### src/rtl/irdm_pkg.sv
package irdm_pkg;

  // Classification of one synchronized rising edge against the window
  typedef enum logic [1:0] {
    PC_NONE  = 2'd0,
    PC_EARLY = 2'd1,
    PC_HIT   = 2'd2,
    PC_LATE  = 2'd3
  } pclass_t;

endpackage

### src/rtl/irdm_tick_div.sv
module irdm_tick_div #(
  parameter int DIV_W = 16
) (
  input  logic             clk,
  input  logic             rst_n,
  input  logic [DIV_W-1:0] div_val,
  output logic             tick_o
);

  logic [DIV_W-1:0] cnt_q;
  logic [DIV_W-1:0] cnt_d;

  always_comb begin
    tick_o = (cnt_q >= div_val);
    cnt_d  = tick_o ? '0 : cnt_q + 1'b1;
  end

  always_ff @(posedge clk or negedge rst_n) begin
    if (!rst_n) cnt_q <= '0;
    else        cnt_q <= cnt_d;
  end


  tick_gap_chk: assert property (@(posedge clk) disable iff (!rst_n)
    (tick_o && div_val != '0) |=> (!tick_o || div_val == '0));

endmodule

### src/rtl/irdm_sync_edge.sv
module irdm_sync_edge #(
  parameter int STAGES = 2
) (
  input  logic clk,
  input  logic rst_n,
  input  logic din,
  output logic raw_o,
  output logic rise_o
);

  logic [STAGES-1:0] sync_q;
  logic              prev_q;

  for (genvar i = 0; i < STAGES; i++) begin : g_stage
    if (i == 0) begin : g_first
      always_ff @(posedge clk or negedge rst_n) begin
        if (!rst_n) sync_q[0] <= 1'b0;
        else        sync_q[0] <= din;
      end
    end else begin : g_next
      always_ff @(posedge clk or negedge rst_n) begin
        if (!rst_n) sync_q[i] <= 1'b0;
        else        sync_q[i] <= sync_q[i-1];
      end
    end
  end

  always_ff @(posedge clk or negedge rst_n) begin
    if (!rst_n) prev_q <= 1'b0;
    else        prev_q <= sync_q[STAGES-1];
  end

  assign raw_o  = sync_q[STAGES-1];
  assign rise_o = sync_q[STAGES-1] & ~prev_q;


  rise_single_chk: assert property (@(posedge clk) disable iff (!rst_n)
    rise_o |=> !rise_o);

endmodule

### src/rtl/irdm_period_chk.sv
module irdm_period_chk
  import irdm_pkg::*;
#(
  parameter int PER_TICKS = 16,
  parameter int TOL_BASE  = 3,
  parameter int MARK_RUN  = 2
) (
  input  logic       clk,
  input  logic       rst_n,
  input  logic       en,
  input  logic       tick,
  input  logic       edge_in,
  input  logic [1:0] win_sel,
  output logic       env_o
);

  localparam int CNT_MAX = 2 * PER_TICKS - 1;
  localparam int CNT_W   = $clog2(CNT_MAX + 1);
  localparam int MEAS_W  = CNT_W + 1;
  localparam int RUN_W   = $clog2(MARK_RUN + 1);

  logic [CNT_W-1:0]  cnt_q, cnt_d;
  logic [RUN_W-1:0]  run_q, run_d;
  logic              env_q, env_d;
  logic [MEAS_W-1:0] meas, lo_lim, hi_lim;
  pclass_t           pcls;

  // Window limits and classification of the current edge
  always_comb begin
    lo_lim = MEAS_W'(PER_TICKS - TOL_BASE) - MEAS_W'(win_sel[0]);
    hi_lim = MEAS_W'(PER_TICKS + TOL_BASE) + MEAS_W'(win_sel[1]);
    meas   = {1'b0, cnt_q} + MEAS_W'(tick);
    if (!edge_in)          pcls = PC_NONE;
    else if (meas < lo_lim) pcls = PC_EARLY;
    else if (meas > hi_lim) pcls = PC_LATE;
    else                    pcls = PC_HIT;
  end

  // Next state
  always_comb begin
    cnt_d = cnt_q;
    run_d = run_q;
    env_d = env_q;
    if (!en) begin
      cnt_d = '0;
      run_d = '0;
      env_d = 1'b0;
    end else begin
      unique case (pcls)
        PC_NONE: begin
          if (tick) begin
            if (cnt_q != CNT_W'(CNT_MAX)) cnt_d = cnt_q + 1'b1;
            if ({1'b0, cnt_q} == hi_lim) begin
              env_d = 1'b0;
              run_d = '0;
            end
          end
        end
        PC_EARLY, PC_LATE: begin
          cnt_d = '0;
          run_d = '0;
        end
        PC_HIT: begin
          cnt_d = '0;
          if (run_q >= RUN_W'(MARK_RUN - 1)) begin
            env_d = 1'b1;
            run_d = RUN_W'(MARK_RUN);
          end else begin
            run_d = run_q + 1'b1;
          end
        end
        default: begin
          cnt_d = '0;
          run_d = '0;
        end
      endcase
    end
  end

  // Registers
  always_ff @(posedge clk or negedge rst_n) begin
    if (!rst_n) begin
      cnt_q <= '0;
      run_q <= '0;
      env_q <= 1'b0;
    end else begin
      cnt_q <= cnt_d;
      run_q <= run_d;
      env_q <= env_d;
    end
  end

  assign env_o = env_q;


  mark_on_edge_chk: assert property (@(posedge clk) disable iff (!rst_n)
    $rose(env_q) |-> $past(edge_in));


  early_no_mark_chk: assert property (@(posedge clk) disable iff (!rst_n)
    (en && pcls == PC_EARLY) |=> !$rose(env_q));


  space_at_limit_chk: assert property (@(posedge clk) disable iff (!rst_n)
    ($fell(env_q) && $past(en)) |-> ({1'b0, $past(cnt_q)} == $past(hi_lim)));


  off_clears_chk: assert property (@(posedge clk) disable iff (!rst_n)
    !en |=> !env_q);

endmodule

### src/rtl/irdm_carrier_demod.sv
module irdm_carrier_demod #(
  parameter int DIV_W       = 16,
  parameter int PER_TICKS   = 16,
  parameter int TOL_BASE    = 3,
  parameter int MARK_RUN    = 2,
  parameter int SYNC_STAGES = 2
) (
  input  logic             clk,
  input  logic             rst_n,
  input  logic             ir_in,
  input  logic [DIV_W-1:0] div_val,
  input  logic             demod_en,
  input  logic [1:0]       win_sel,
  output logic             env_out
);

  logic [1:0] rst_sync_q;
  logic       rst_int_n;
  logic       tick;
  logic       raw_sync;
  logic       rise;
  logic       env_dm;

  // Asynchronous assert, synchronous release
  always_ff @(posedge clk or negedge rst_n) begin
    if (!rst_n) rst_sync_q <= 2'b00;
    else        rst_sync_q <= {rst_sync_q[0], 1'b1};
  end
  assign rst_int_n = rst_sync_q[1];

  irdm_tick_div #(.DIV_W(DIV_W)) u_div (
    .clk     (clk),
    .rst_n   (rst_int_n),
    .div_val (div_val),
    .tick_o  (tick)
  );

  irdm_sync_edge #(.STAGES(SYNC_STAGES)) u_sync (
    .clk    (clk),
    .rst_n  (rst_int_n),
    .din    (ir_in),
    .raw_o  (raw_sync),
    .rise_o (rise)
  );

  irdm_period_chk #(
    .PER_TICKS (PER_TICKS),
    .TOL_BASE  (TOL_BASE),
    .MARK_RUN  (MARK_RUN)
  ) u_per (
    .clk     (clk),
    .rst_n   (rst_int_n),
    .en      (demod_en),
    .tick    (tick),
    .edge_in (rise),
    .win_sel (win_sel),
    .env_o   (env_dm)
  );

  assign env_out = demod_en ? env_dm : raw_sync;


  reset_space_chk: assert property (@(posedge clk)
    (!rst_int_n && demod_en) |-> !env_out);

endmodule

### config.mk
export PLATFORM = sky130hd
export DESIGN_NAME = irdm_carrier_demod
export DESIGN_NICKNAME = d
export VERILOG_FILES = /design/src/rtl/irdm_pkg.sv /design/src/rtl/irdm_tick_div.sv /design/src/rtl/irdm_sync_edge.sv /design/src/rtl/irdm_period_chk.sv /design/src/rtl/irdm_carrier_demod.sv
export SDC_FILE = /design/constraint.sdc
export NUM_CORES = 1
export LEC_CHECK = 0
export BUFFER_PORTS_ARGS = -buffer_cell sky130_fd_sc_hd__buf_2
export CORE_MARGIN = 2
export CORE_UTILIZATION = 55
export DETAILED_ROUTE_END_ITERATION = 8
export HOLD_SLACK_MARGIN = 0.05
export PLACE_DENSITY_LB_ADDON = 0.08
export SLEW_MARGIN = 40
export SYNTH_ARGS = -nofsm -noshare
export SYNTH_HDL_FRONTEND = slang
export SYNTH_SLANG_ARGS = --single-unit
### constraint.sdc
create_clock -name clk -period 1.1 [get_ports clk]
set_input_delay 0.11 -clock clk [delete_from_list [all_inputs] [get_ports clk]]
set_output_delay 0.11 -clock clk [all_outputs]
set_load 0.01 [all_outputs]
**After elaboration in Yosys (flattened, before gate mapping)**

Index checks and enable logic that the tools add are counted.

- Input port bits: 22
- Bits in registers: 29
- Output and inout port bits: 1

- Equality and inequality tests: 10
- Bitwise logic cells: 2
- Muxes and demuxes: 19
- Order comparisons: 4
- $add $sub $neg: 6
- Reductions and logical operators: 6

Operator list:

| cell | count |
|---|---|
| 16-bit by 1-bit adder with 16-bit output (second input constant) | 1 |
| 16-bit greater-or-equal comparator | 1 |
| 16-bit 2-to-1 mux | 1 |
| 5-bit 2-to-1 mux | 3 |
| 2-bit 2-to-1 mux | 6 |
| 3-bit by 2-bit inequality test with 1-bit output (second input constant) | 4 |
| 5-bit one-hot mux with 2 select lines | 1 |
| 5-bit by 1-bit adder with 6-bit output | 1 |
| 5-bit by 1-bit adder with 6-bit output (first input constant) | 1 |
| 5-bit by 6-bit == test with 1-bit output | 1 |
| 6-bit greater-than comparator | 1 |
| 6-bit less-than comparator | 1 |
| 1-bit 2-to-1 mux | 6 |
| 2-bit one-hot mux with 3 select lines | 1 |
| 5-bit by 1-bit adder with 5-bit output (second input constant) | 1 |
| 5-bit inequality test (second input constant) | 1 |
| 4-bit by 1-bit subtractor with 5-bit output (first input constant) | 1 |
| 2-bit == test (second input constant) | 2 |
| 2-bit AND reduction | 2 |
| 4-bit AND reduction | 1 |
| 3-bit by 1-bit inequality test with 1-bit output (second input constant) | 1 |
| 3-bit OR reduction | 1 |
| 2-bit by 1-bit adder with 2-bit output (second input constant) | 1 |
| 2-bit by 1-bit == test with 1-bit output (second input constant) | 1 |
| 6 further kinds | 6 |

**Logic depth before layout (Yosys ltp)**

Gate-level depths: netlist of the first run.

- Depth after elaboration: 10
- Mapped depth: 21
- Gate-level depth less buffers: 18

**Modules after synthesis**

A second synthesis of the first run with hierarchy kept.

- Cell total of the unflattened synthesis: 212
- Area total of the unflattened synthesis: 2068.2 µm²

By module, submodules not included:

| module | sequential area each (µm²) | area each (µm²) | cells each | times used |
|---|---|---|---|---|
| irdm_tick_div | 400.4 | 1260.0 | 130 | 1 |
| irdm_period_chk | 200.2 | 650.6 | 74 | 1 |
| irdm_sync_edge | 75.1 | 88.8 | 4 | 1 |
| irdm_carrier_demod | 50.0 | 68.8 | 4 | 1 |

**Least setup slack after synthesis of the first run**

No wires, ideal clock.

- Path type: register to register
- Start: register u_div.cnt_q[2]
- End: register u_per.run_q[1]
- Slack: -3.140 ns
- Period minus slack after synthesis: 4.240 ns
- Required time: 0.980 ns
- Arrival time: 4.120 ns
- Stages on the path, launching flop included: 21
- Buffers on the path: 3
- Path through: dfrtp_1 ha_1 and3_1 o21ai_1 a311oi_1 or4_1 buf_2 and2_4 buf_6 buf_12 ha_1 ha_1 nor2b_1 or2_2 ha_1 nand3_1 o21ai_0 a2bb2oi_1 o311ai_0 nor2_1 a31o_2

- Longest elaborated chain between the ends: 10

Ends and longest elaborated chain:

| what | line | text |
|---|---|---|
| start: declaration | irdm_tick_div.sv:10 | `logic [DIV_W-1:0] cnt_q;` |
| start signal: assignment | irdm_tick_div.sv:20 | `else cnt_q <= cnt_d;` |
| 16-bit greater-or-equal comparator * | irdm_tick_div.sv:14 | `tick_o = (cnt_q >= div_val);` |
| 5-bit by 1-bit adder with 6-bit output | irdm_period_chk.sv:32 | `meas = {1'b0, cnt_q} + MEAS_W'(tick);` |
| 6-bit greater-than comparator | irdm_period_chk.sv:35 | `else if (meas > hi_lim) pcls = PC_LATE;` |
| 1-bit 2-to-1 mux | irdm_period_chk.sv:35 |  |
| 2-bit 2-to-1 mux | irdm_period_chk.sv:34 | `else if (meas < lo_lim) pcls = PC_EARLY;` |
| 2-bit 2-to-1 mux | irdm_period_chk.sv:33 | `if (!edge_in) pcls = PC_NONE;` |
| 2-bit by 1-bit == test with 1-bit output / 2-bit == test (equally long branches) | irdm_period_chk.sv:49 | `unique case (pcls)` |
| 2-bit OR reduction | irdm_period_chk.sv:49 |  |
| 2-bit one-hot mux with 3 select lines | irdm_period_chk.sv:49 |  |
| 2-bit 2-to-1 mux | irdm_period_chk.sv:44 | `if (!en) begin` |
| end signal: assignment | irdm_period_chk.sv:88 | `run_q <= run_d;` |
| end: declaration | irdm_period_chk.sv:23 | `logic [RUN_W-1:0] run_q, run_d;` |

Every way passes the cells marked *; elsewhere a longest branch is shown, timed or not.
A chain may end at the register's enable or synchronous reset.

**Final worst setup path of the first run**

- Start: register u_div.cnt_q[1]
- End: register u_per.env_q, in the netlist u_per.env_o

- Longest elaborated chain between the ends: 9

Ends and longest elaborated chain:

| what | line | text |
|---|---|---|
| 16-bit greater-or-equal comparator * | irdm_tick_div.sv:14 |  |
| 5-bit by 1-bit adder with 6-bit output | irdm_period_chk.sv:32 |  |
| 6-bit greater-than comparator | irdm_period_chk.sv:35 |  |
| 1-bit 2-to-1 mux | irdm_period_chk.sv:35 |  |
| 2-bit 2-to-1 mux | irdm_period_chk.sv:34 |  |
| 2-bit 2-to-1 mux | irdm_period_chk.sv:33 |  |
| 2-bit == test / 2-bit zero test (equally long branches) | irdm_period_chk.sv:49 |  |
| 3-bit by 2-bit inequality test with 1-bit output (no source line), or another cell as far along | n/a |  |
| 4-bit AND reduction (no source line) / 1-bit 2-to-1 mux (equally long branches) | n/a |  |
| end signal: assignment | irdm_period_chk.sv:89 | `env_q <= env_d;` |
| end: declaration | irdm_period_chk.sv:24 | `logic env_q, env_d;` |

Marks and branches as above.

==> implementation parameters, run 1 <==
Parameter                              Value

Outcome
  Outcome    complete, but fails checks
  Failing checks    negative setup slack

Drt
  Final routed wire length divided by cell count    between 10 and 15 um
  Initial DRC Count    62
  Total length of routed wires    4300 um
  Routed via count    between 1500 and 2000
  Count of nets left with antenna violations after detail routing    0
  Residual DRC count    0
  Vias per Instance    roughly 5.2
  Pre-antenna DRT Iters    4

Synthesis
  Leading area contributor after synthesis    sky130_fd_sc_hd__dfrtp_1
  Primary FF master, synth    sky130_fd_sc_hd__dfrtp_1
  Count of flip-flops with a built-in enable after synthesis    0
  Area of the mapped netlist    1980 um^2
  Yosys reg bits    29
  Portion of synthesized cell area occupied by the leading cell type    approximately 37%
  Share of synthesized flip-flops with an asynchronous set or reset    100%
  Leading cell types by total area after synthesis    sky130_fd_sc_hd__dfrtp_1 (37%), sky130_fd_sc_hd__ha_1 (15%), sky130_fd_sc_hd__inv_1 (4.4%), sky130_fd_sc_hd__nor2_4 (4.0%), sky130_fd_sc_hd__xor2_1 (4.0%)
  Synthesis warning total    0
  Synthesized netlist cell count    slightly above 200
  Number of different library cells in the post-synthesis netlist    46
  Average instance area after synthesis    approximately 9.6 um^2
  Share of synthesized area occupied by flip-flops and latches    36.7%
  Number of nets in the synthesized netlist    around 250

Clock tree
  Bufs on Longest Clock Path    2
  Number of buffers inserted during clock tree synthesis    5
  CTS clock-pin slew for the worst setup and hold paths    80 ps
  H-tree level count    2
  Clk Latency, worst-skew pair    320 ps
  # clock sinks    29
  TritonCTS clock tree    done
  Library cell used as clock root buffer    sky130_fd_sc_hd__clkbuf_4

Timing
  Layout Skew    ~11 ps
  Shortest period the worst path allows    3610 ps
  Final count of negative-setup-slack endpoints    25
  Setup slack of the critical path after layout    -2510 ps
  Max Transition Viols Final    0
  FMAX    277 MHz
  Setup repair after global routing missed its margin    true
  Sum of negative setup slack    -29200 ps
  Number of hold-slack violations in the final timing report    0
  Fraction of the cycle the final worst path needs    328%

Place
  Port Buffers    22
  Total placed instance area    2460 um^2
  Final Wtd Congestion    around 0.76
  HPWL reported at the end of detailed placement    3320 um
  Worst-case setup slack after placement    -2540 ps

Floorplanning
  Die W    about 64 um
  Initial cell density of the core    58.4%
  Die area    between 4000 and 5000 um^2
  Core Footprint    3390 um^2
  Number of I/O pins    23
  Rows    21
  Die Ht    64.0 um

Pwr
  Maximum vdd drop    0.00115 V
  Power per Cell Area    around 1000 nW/um^2
  Cell leakage power    0.00138 uW

Final layout
  Diode count    0
  Total Nets Final    roughly 330
  Commonest non-fill, non-tap cells in the layout    sky130_fd_sc_hd__buf_4 (45), sky130_fd_sc_hd__dfrtp_1 (29), sky130_fd_sc_hd__inv_1 (23)
  Fraction of final layout cells with drive strength greater than 1    37.1%
  Fill cells    232
  Leading cell type in the layout, fill and taps excluded    sky130_fd_sc_hd__buf_4
  Post-route standard cell area excluding fillers    roughly 2700 um^2
  Area growth from synthesis to final layout    35.5%

Min path
  Min-delay worst type    in -> async

Setup path
  Slowest stage cell on the critical path    sky130_fd_sc_hd__or4_1
  Highest fanout seen on the critical path    3
  Crit. End Element    flop
  Cell repeated most along the worst path    sky130_fd_sc_hd__ha_4
  Launching element type of the critical path    flop
  Sum of buffers and inverters on the critical path    0
  Cell family with most CP delay    simple AND/OR/NAND/NOR gates
  Biggest cell delay along the critical path    440 ps
  Type of the setup path with the least slack    reg -> reg
  Required time at the worst-slack endpoint    around 1300 ps
  Arrival time at the worst endpoint    between 3000 and 4000 ps
  Cells traversed along the worst timing path    ha_4, nor2b_1, o211ai_1, a311oi_2, or4_1, and2_4, ha_4, ha_4, nor2b_4, or2_4, ha_4, nand3_2, o21ai_1, a2bb2oi_1, o311ai_2, nor2_1, o22a_1

GRT
  Initial antenna violation count    0
  Total routing usage reported by global routing    23.6%
  Vias in the first global route    1831
  Largest net degree at the start of global routing    20
  First-pass GRT wire length    7530 um
  Remaining Overflow, GRT    0

Job
  Total of max-cap violations    0
cell families after synthesis:
logic type | after synthesis | share of synthesized area [%]
XOR/XNOR | 13 | 5.76
AND/OR/NAND/NOR | 82 | 24.7
other | 1 | 0.190
flip-flops | 29 | 36.7
multiplexers | 5 | 2.59
buffers and inverters | 28 | 6.58
adder cells (fa/ha/maj) | 24 | 15.2
AO/OA/AOI/OAI | 25 | 8.29
power by group:
part | internal [uW] | switching [uW]
combinational | 494 | 391
sequential | 1180 | 100
clock | 254 | 351
worst reg2reg max path, delay by kind of cell (launching register included):
kind / cells / cell delay (ps)
DFF: 1 / 420
AOI/OAI and AO/OA: 6 / 1010
and+or+nand+nor: 7 / 1270
adders and majority gates: 4 / 780
metal layers:
| layer | vias to the layer above | wire length (um) | global-route usage, % |
|---|---|---|---|
| li1 | 850 | - | - |
| met1 | 828 | 1800 | 25.2 |
| met2 | 22 | 2310 | 44.9 |
| met3 | 8 | 116 | 6.51 |
| met4 | 0 | 69 | 6.25 |
| met5 | - | 0 | 0 |
flip-flops by register name, indices dropped and copies added, names as in the netlist:
| register | flops |
|---|---|
| u_sync.prev_q | 1 |
| u_per.run_q | 2 |
| u_div.cnt_q | 16 |
| u_per.cnt_q | 5 |
| u_sync.raw_o | 1 |
| rst_sync_q | 2 |
| u_sync.sync_q | 1 |
| u_per.env_o | 1 |
area by class of cell:
| class | count | area, um^2 | share of cell area (%) |
|---|---|---|---|
| multi-input combinational | 150 | 1280 | 47.6 |
| sequential | 29 | 726 | 27.1 |
| timing repair buffer | 70 | 485 | 18.1 |
| inverter | 23 | 86.3 | 3.22 |
| tap | 46 | 57.6 | 2.15 |
| clock buffer | 8 | 48.8 | 1.82 |
cell usage after synthesis (2+ instances only):
cell type	number
sky130_fd_sc_hd__dfrtp_1	29
sky130_fd_sc_hd__and4_1	2
sky130_fd_sc_hd__nor2_4	7
sky130_fd_sc_hd__clkbuf_1	2
sky130_fd_sc_hd__a31o_2	2
sky130_fd_sc_hd__nor2_1	9
sky130_fd_sc_hd__ha_1	24
sky130_fd_sc_hd__a21oi_1	8
sky130_fd_sc_hd__nand4_1	4
sky130_fd_sc_hd__inv_1	23
sky130_fd_sc_hd__nand4b_1	2
sky130_fd_sc_hd__xnor2_1	4
sky130_fd_sc_hd__nor2_2	2
sky130_fd_sc_hd__and3_1	7
sky130_fd_sc_hd__and2_1	2
sky130_fd_sc_hd__a21o_1	2
sky130_fd_sc_hd__nand2b_1	2
sky130_fd_sc_hd__mux2i_1	4
sky130_fd_sc_hd__nor3_1	5
sky130_fd_sc_hd__xor2_1	9
sky130_fd_sc_hd__nor2b_1	6
sky130_fd_sc_hd__o21ai_0	4
sky130_fd_sc_hd__nand3_1	10
sky130_fd_sc_hd__nand2_1	16
metrics by stage:
stage / hold WS, ps / util (%) / std cells / power (uW)
detailed placement: -104 / 72.6 / 311 / 2070
global route: 71.6 / 79.1 / 326 / 2970
floorplan: -186 / - / 207 / 1700
finish: 92.5 / 79.1 / 326 / 2770
CTS: 75.6 / 75.7 / 322 / 2700
global placement: -106 / 72.6 / 311 / 2020
what timing repair did:
action | CTS | global route
pin swaps | 0 | 4
resized for setup | 4 | 12
endpoints found under the hold margin | 3 | 0
endpoints found under the setup margin | 25 | 25
hold buffers | 2 | 0
buffers inserted | 1 | 5
final timing paths:
path / startpoint / to / slack (ps) / cells after the start
max: u_div.cnt_q[1]$_DFF_PN0_ / u_per.env_o$_DFFE_PN0P_ / -2510 / 17
max reg2reg: u_div.cnt_q[1]$_DFF_PN0_ / u_per.env_o$_DFFE_PN0P_ / -2510 / 17
min reg2reg: rst_sync_q[1]$_DFF_PN0_ / u_per.cnt_q[2]$_DFFE_PN0P_ / 170 / 1
min in group clk: demod_en / u_per.env_o$_DFFE_PN0P_ / 220 / 3
max in group asynchronous: rst_sync_q[1]$_DFF_PN0_ / u_per.cnt_q[1]$_DFFE_PN0P_ / 650 / 1
min: rst_n / rst_sync_q[1]$_DFF_PN0_ / 90 / 2
No activity file was read; power rests on OpenSTA's default activity.
==> inputs of run 2 (changes only) <==
--- a/config.mk
+++ b/config.mk
@@ -11,6 +11,7 @@
 export DETAILED_ROUTE_END_ITERATION = 8
 export HOLD_SLACK_MARGIN = 0.05
 export PLACE_DENSITY_LB_ADDON = 0.08
+export SETUP_SLACK_MARGIN = 0.5
 export SLEW_MARGIN = 40
 export SYNTH_ARGS = -nofsm -noshare
 export SYNTH_HDL_FRONTEND = slang
==> implementation parameters, run 2 (synthesis results as in run 1) <==
Parameter                              Value

Timing
  Layout Skew    11.0 ps
  Number of hold-slack violations in the final timing report    0
  Final count of negative-setup-slack endpoints    25
  Setup repair after global routing missed its margin    true
  Setup slack of the critical path after layout    -2510 ps
  Final Hold Slack    117 ps
  Fraction of the cycle the final worst path needs    328%
  FMAX    277 MHz
  Shortest period the worst path allows    3610 ps
  Max Transition Viols Final    0
  Sum of negative setup slack    -30010 ps

Floorplanning
  Core Footprint    roughly 3400 um^2
  Number of I/O pins    23
  Rows    21
  Initial cell density of the core    about three fifths
  Die Ht    roughly 64 um
  Die W    64.0 um
  Die area    4090 um^2

Setup path
  Number of cells traversed by the worst register-to-register path    16
  Arrival time at the worst endpoint    3830 ps
  Highest fanout seen on the critical path    3
  Launching element type of the critical path    flop
  Required time at the worst-slack endpoint    1320 ps
  Type of the setup path with the least slack    reg -> reg
  Crit. End Element    flop

Drt
  Pre-antenna DRT Iters    4
  Residual DRC count    0
  Final routed wire length divided by cell count    between 10 and 15 um
  Initial DRC Count    130
  Vias per Instance    5.32
  Total length of routed wires    4770 um
  Routed via count    1728
  Count of nets left with antenna violations after detail routing    0

GRT
  Total routing usage reported by global routing    24.3%
  Remaining Overflow, GRT    0
  First-pass GRT wire length    approximately 7700 um
  Initial antenna violation count    0
  Largest net degree at the start of global routing    18
  Vias in the first global route    1801

Place
  Port Buffers    22
  HPWL reported at the end of detailed placement    3340 um
  Final Wtd Congestion    0.791
  Worst-case setup slack after placement    -2550 ps

Pwr
  Power share of the combinational group    33.4%
  Net switching component of the power    939 uW
  Internal power    slightly above 2000 uW
  Pwr Total    2980 uW
  Switching Fraction    a little under a third
  Clk network pwr share    between 20% and 30%
  Power per Cell Area    ~1100 nW/um^2
  Flop pwr share    43.0%
  Cell leakage power    0.00140 uW
  Maximum vdd drop    0.00118 V

Clock tree
  # clock sinks    29
  Number of buffers inserted during clock tree synthesis    5
  CTS clock-pin slew for the worst setup and hold paths    100 ps
  Bufs on Longest Clock Path    2
  Clk Latency, worst-skew pair    340 ps
  TritonCTS clock tree    done
  H-tree level count    2
  Library cell used as clock root buffer    sky130_fd_sc_hd__clkbuf_4

Final layout
  Area taken by flip-flops and latches    727 um^2
  Fill cells    209
  Area growth from synthesis to final layout    39.7%
  Total Nets Final    between 300 and 400
  Area of the multi-input gates    1310 um^2
  Commonest non-fill, non-tap cells in the layout    sky130_fd_sc_hd__buf_4 (40), sky130_fd_sc_hd__dfrtp_1 (28), sky130_fd_sc_hd__inv_1 (23)
  Leading cell type in the layout, fill and taps excluded    sky130_fd_sc_hd__buf_4
  Fraction of final layout cells with drive strength greater than 1    40.5%
  Regs by FF count    u_div.cnt_q (16), u_per.cnt_q (5)
  Flip-flop count of the largest register after layout    16
  Core Util, Final    81.5%
  Diode count    0
  Top reg by flops    u_div.cnt_q

Outcome
  Outcome    complete, but fails checks
  Failing checks    negative setup slack

Job
  Total of max-cap violations    0

Min path
  Min-delay worst type    in -> async
run 2: layout make-up:
cell class | count | share of cell area (%)
multi-input combinational | 150 | 47.4
sequential | 29 | 26.3
clock buffer | 8 | 2.13
inverter | 23 | 3.12
tap | 46 | 2.08
timing repair buffer | 69 | 19.0
run 2: metrics by stage:
| stage | cell area (um^2) | instances |
|---|---|---|
| after floorplan | 2040 | 207 |
| after global placement | 2480 | 311 |
| after detailed placement | 2480 | 311 |
| after CTS | 2590 | 321 |
| after global routing | 2760 | 325 |
| final | 2760 | 325 |
run 2: worst paths after layout:
kind	startpoint	end	slack [ps]
max reg2reg	u_div.cnt_q[11]$_DFF_PN0_	u_per.env_o$_DFFE_PN0P_	-2510
max in group asynchronous	rst_sync_q[1]$_DFF_PN0_	u_per.run_q[0]$_DFFE_PN0P_	580
min reg2reg	rst_sync_q[1]$_DFF_PN0_	u_div.cnt_q[6]$_DFF_PN0_	140
min	rst_n	rst_sync_q[1]$_DFF_PN0_	120
max	u_div.cnt_q[11]$_DFF_PN0_	u_per.env_o$_DFFE_PN0P_	-2510
min in group clk	demod_en	u_per.env_o$_DFFE_PN0P_	210
run 2: worst max-delay path, cell delays in order, from the launching register on:
cell,delay [ps]
sky130_fd_sc_hd__dfrtp_1,410
sky130_fd_sc_hd__ha_1,320
sky130_fd_sc_hd__a21oi_1,150
sky130_fd_sc_hd__o21ai_0,160
sky130_fd_sc_hd__or4_4,520
sky130_fd_sc_hd__and2_4,170
sky130_fd_sc_hd__ha_4,160
sky130_fd_sc_hd__ha_4,160
sky130_fd_sc_hd__nor2b_4,120
sky130_fd_sc_hd__or2_4,250
sky130_fd_sc_hd__ha_4,240
sky130_fd_sc_hd__nand3_2,60
sky130_fd_sc_hd__o21ai_2,50
sky130_fd_sc_hd__a2bb2oi_2,130
sky130_fd_sc_hd__o311ai_2,260
sky130_fd_sc_hd__nor2_1,110
sky130_fd_sc_hd__o22a_1,230
run 2: metal layers:
metal / global-route usage (%) / routed length [um] / share of wire [%]
met5: 0 / 0 / 0
met4: 7.34 / 72 / 1.5
met3: 4.93 / 159 / 3.3
met2: 44.1 / 2520 / 53
met1: 28.6 / 2020 / 42
run 2: what timing repair did:
item,4_1_cts,5_1_grt
setup buffers,0,3
pin swaps,1,2
endpoints found under the setup margin,26,26
hold buffers,2,0
gates resized for setup,6,25
gates cloned,0,1
hold endpoints to repair,3,0
run 2: power groups by stage:
stage | combinational [uW] | sequential [uW] | clock (uW)
3_5_place_dp | 811 | 1290 | 0
2_1_floorplan | 376 | 1330 | 0
6_report | 998 | 1280 | 703
4_1_cts | 831 | 1270 | 703
3_3_place_gp | 741 | 1290 | 0
5_1_grt | 1120 | 1290 | 756
==> inputs of run 3 (changes only) <==
--- a/config.mk
+++ b/config.mk
@@ -10,7 +10,7 @@
 export CORE_UTILIZATION = 55
 export DETAILED_ROUTE_END_ITERATION = 8
 export HOLD_SLACK_MARGIN = 0.05
-export PLACE_DENSITY_LB_ADDON = 0.08
+export PLACE_DENSITY = 0.76
 export SETUP_SLACK_MARGIN = 0.5
 export SLEW_MARGIN = 40
 export SYNTH_ARGS = -nofsm -noshare
==> implementation parameters, run 3 (synthesis results as in run 1) <==
Parameter                              Value

Drt
  Pre-antenna DRT Iters    4
  Residual DRC count    0
  Final routed wire length divided by cell count    14.0 um
  Total length of routed wires    4540 um
  Count of nets left with antenna violations after detail routing    0
  Routed via count    1689
  Initial DRC Count    79
  Vias per Instance    5.21

Setup path
  Arrival time at the worst endpoint    3840 ps
  Sum of buffers and inverters on the critical path    0
  Biggest cell delay along the critical path    440 ps
  Reg2reg end    u_per.run_q[1]$_DFFE_PN0P_
  Slowest stage cell on the critical path    sky130_fd_sc_hd__or4_4
  Cells traversed along the worst timing path    ha_4, nor2b_4, o211ai_1, a311oi_2, or4_4, and2_4, ha_4, ha_4, nor2b_4, or2_4, ha_4, nand3_2, o21ai_2, a2bb2oi_2, o311ai_2, nor2_1, a31o_2
  R2R Setup Slk    -2500 ps
  Cell repeated most along the worst path    sky130_fd_sc_hd__ha_4
  Crit. End Element    flop
  Type of the setup path with the least slack    reg -> reg
  Required time at the worst-slack endpoint    1330 ps
  Worst R2R Start    u_div.cnt_q[1]$_DFF_PN0_
  Cell family with most CP delay    simple AND/OR/NAND/NOR gates
  Number of cells traversed by the worst register-to-register path    17
  Highest fanout seen on the critical path    3
  Launching element type of the critical path    flop

Place
  Total placed instance area    2490 um^2
  Final Wtd Congestion    about 0.81
  Worst-case setup slack after placement    -2510 ps
  Port Buffers    22
  HPWL reported at the end of detailed placement    roughly 3100 um

Timing
  Shortest period the worst path allows    3600 ps
  Number of hold-slack violations in the final timing report    0
  FMAX    277 MHz
  Final count of negative-setup-slack endpoints    25
  Setup repair after global routing missed its margin    true
  Setup slack of the critical path after layout    -2500 ps
  Fraction of the cycle the final worst path needs    328%
  Layout Skew    10.7 ps
  Max Transition Viols Final    0

Final layout
  Regs by FF count    u_div.cnt_q (16), u_per.cnt_q (5)
  Total Nets Final    between 300 and 400
  Area of the multi-input gates    1280 um^2
  Flip-flop count of the largest register after layout    16
  Top reg by flops    u_div.cnt_q
  Fill cells    220
  Diode count    0
  Commonest non-fill, non-tap cells in the layout    sky130_fd_sc_hd__buf_4 (40), sky130_fd_sc_hd__dfrtp_1 (28), sky130_fd_sc_hd__inv_1 (23)
  Post-route standard cell area excluding fillers    between 2000 and 3000 um^2
  Leading cell type in the layout, fill and taps excluded    sky130_fd_sc_hd__buf_4
  Area taken by flip-flops and latches    729 um^2
  Fraction of final layout cells with drive strength greater than 1    between 30% and 40%
  Area growth from synthesis to final layout    37.3%

Pwr
  Cell leakage power    0.00140 uW
  Maximum vdd drop    0.00107 V
  Power per Cell Area    1090 nW/um^2

Clock tree
  CTS clock-pin slew for the worst setup and hold paths    100 ps
  Number of buffers inserted during clock tree synthesis    5
  H-tree level count    2
  Clk Latency, worst-skew pair    roughly 330 ps
  # clock sinks    29
  Library cell used as clock root buffer    sky130_fd_sc_hd__clkbuf_4
  TritonCTS clock tree    done
  Bufs on Longest Clock Path    2

GRT
  Total routing usage reported by global routing    23.9%
  Remaining Overflow, GRT    0
  Largest net degree at the start of global routing    17
  Initial antenna violation count    0
  First-pass GRT wire length    7460 um
  Vias in the first global route    1691

Floorplanning
  Initial cell density of the core    58.4%
  Die Ht    64.0 um
  Die W    approximately 64 um
  Number of I/O pins    23
  Die area    about 4000 um^2
  Core Footprint    3390 um^2
  Rows    21

Outcome
  Failing checks    negative setup slack
  Outcome    complete, but fails checks

Job
  Total of max-cap violations    0

Min path
  Min-delay worst type    in -> async
run 3: worst register-to-register path, stage by stage (launching register included):
cell                        delay (ps)
sky130_fd_sc_hd__dfrtp_1           420
sky130_fd_sc_hd__ha_4              230
sky130_fd_sc_hd__nor2b_4           120
sky130_fd_sc_hd__o211ai_1          200
sky130_fd_sc_hd__a311oi_2          130
sky130_fd_sc_hd__or4_4             440
sky130_fd_sc_hd__and2_4            170
sky130_fd_sc_hd__ha_4              160
sky130_fd_sc_hd__ha_4              150
sky130_fd_sc_hd__nor2b_4           120
sky130_fd_sc_hd__or2_4             250
sky130_fd_sc_hd__ha_4              250
sky130_fd_sc_hd__nand3_2            70
sky130_fd_sc_hd__o21ai_2            70
sky130_fd_sc_hd__a2bb2oi_2         130
sky130_fd_sc_hd__o311ai_2          250
sky130_fd_sc_hd__nor2_1            120
sky130_fd_sc_hd__a31o_2            230
run 3: metrics by stage:
| step | hold WS, ps | utilization [%] | total power (uW) | std cells | TNS, ps |
|---|---|---|---|---|---|
| 2_1_floorplan | -186 | - | 1700 | 207 | -28360 |
| 3_3_place_gp | -105 | 73.4 | 2040 | 312 | -27150 |
| 3_5_place_dp | -103 | 73.4 | 2060 | 312 | -28420 |
| 4_1_cts | 72.5 | 77.3 | 2840 | 323 | -28660 |
| 5_1_grt | 58.5 | 80.1 | 3150 | 324 | -32130 |
| 6_report | 85.2 | 80.1 | 2950 | 324 | -29700 |
run 3: power breakdown:
part / internal, uW / switching (uW)
clock network: 370 / 384
registers: 1190 / 93.8
logic: 508 / 411
total: 2060 / 889
run 3: layout make-up:
cell class              count  share of cell area (%)
clock buffers               7                    2.40
inverters                  23                    3.18
flip-flops and latches     29                    26.9
clock inverters             1                   0.184
multi-input cells         150                    47.2
repair buffers             68                    18.1
well taps                  46                    2.12
run 3: layer usage:
layer  up-vias  part of all wire [%]  global-route usage, %
li1        853                     -                      -
met1       803                    44                   28.8
met2        27                    51                   40.0
met3         6                   3.2                   6.16
met4         0                   1.2                   10.3
met5         -                     0                      0
run 3: worst max-delay path by stage:
stage,startpoint,slack (ps),endpoint,depth (start not counted)
5_1_grt,u_div.cnt_q[1]$_DFF_PN0_,-2640,u_per.run_q[1]$_DFFE_PN0P_,17
4_1_cts,u_div.cnt_q[1]$_DFF_PN0_,-2510,u_per.run_q[1]$_DFFE_PN0P_,17
2_1_floorplan,u_div.cnt_q[0]$_DFF_PN0_,-2770,u_per.run_q[1]$_DFFE_PN0P_,21
3_3_place_gp,u_div.cnt_q[1]$_DFF_PN0_,-2430,u_per.run_q[1]$_DFFE_PN0P_,17
3_5_place_dp,u_div.cnt_q[13]$_DFF_PN0_,-2510,u_per.run_q[1]$_DFFE_PN0P_,16
6_report,u_div.cnt_q[1]$_DFF_PN0_,-2500,u_per.run_q[1]$_DFFE_PN0P_,17
run 3: repair_timing:
action / in CTS / in global routing
hold buffers: 2 / 0
buffers inserted: 1 / 1
resized for setup: 9 / 15
hold endpoints to repair: 3 / 0
setup endpoints to repair: 26 / 42
pin swaps: 3 / 7
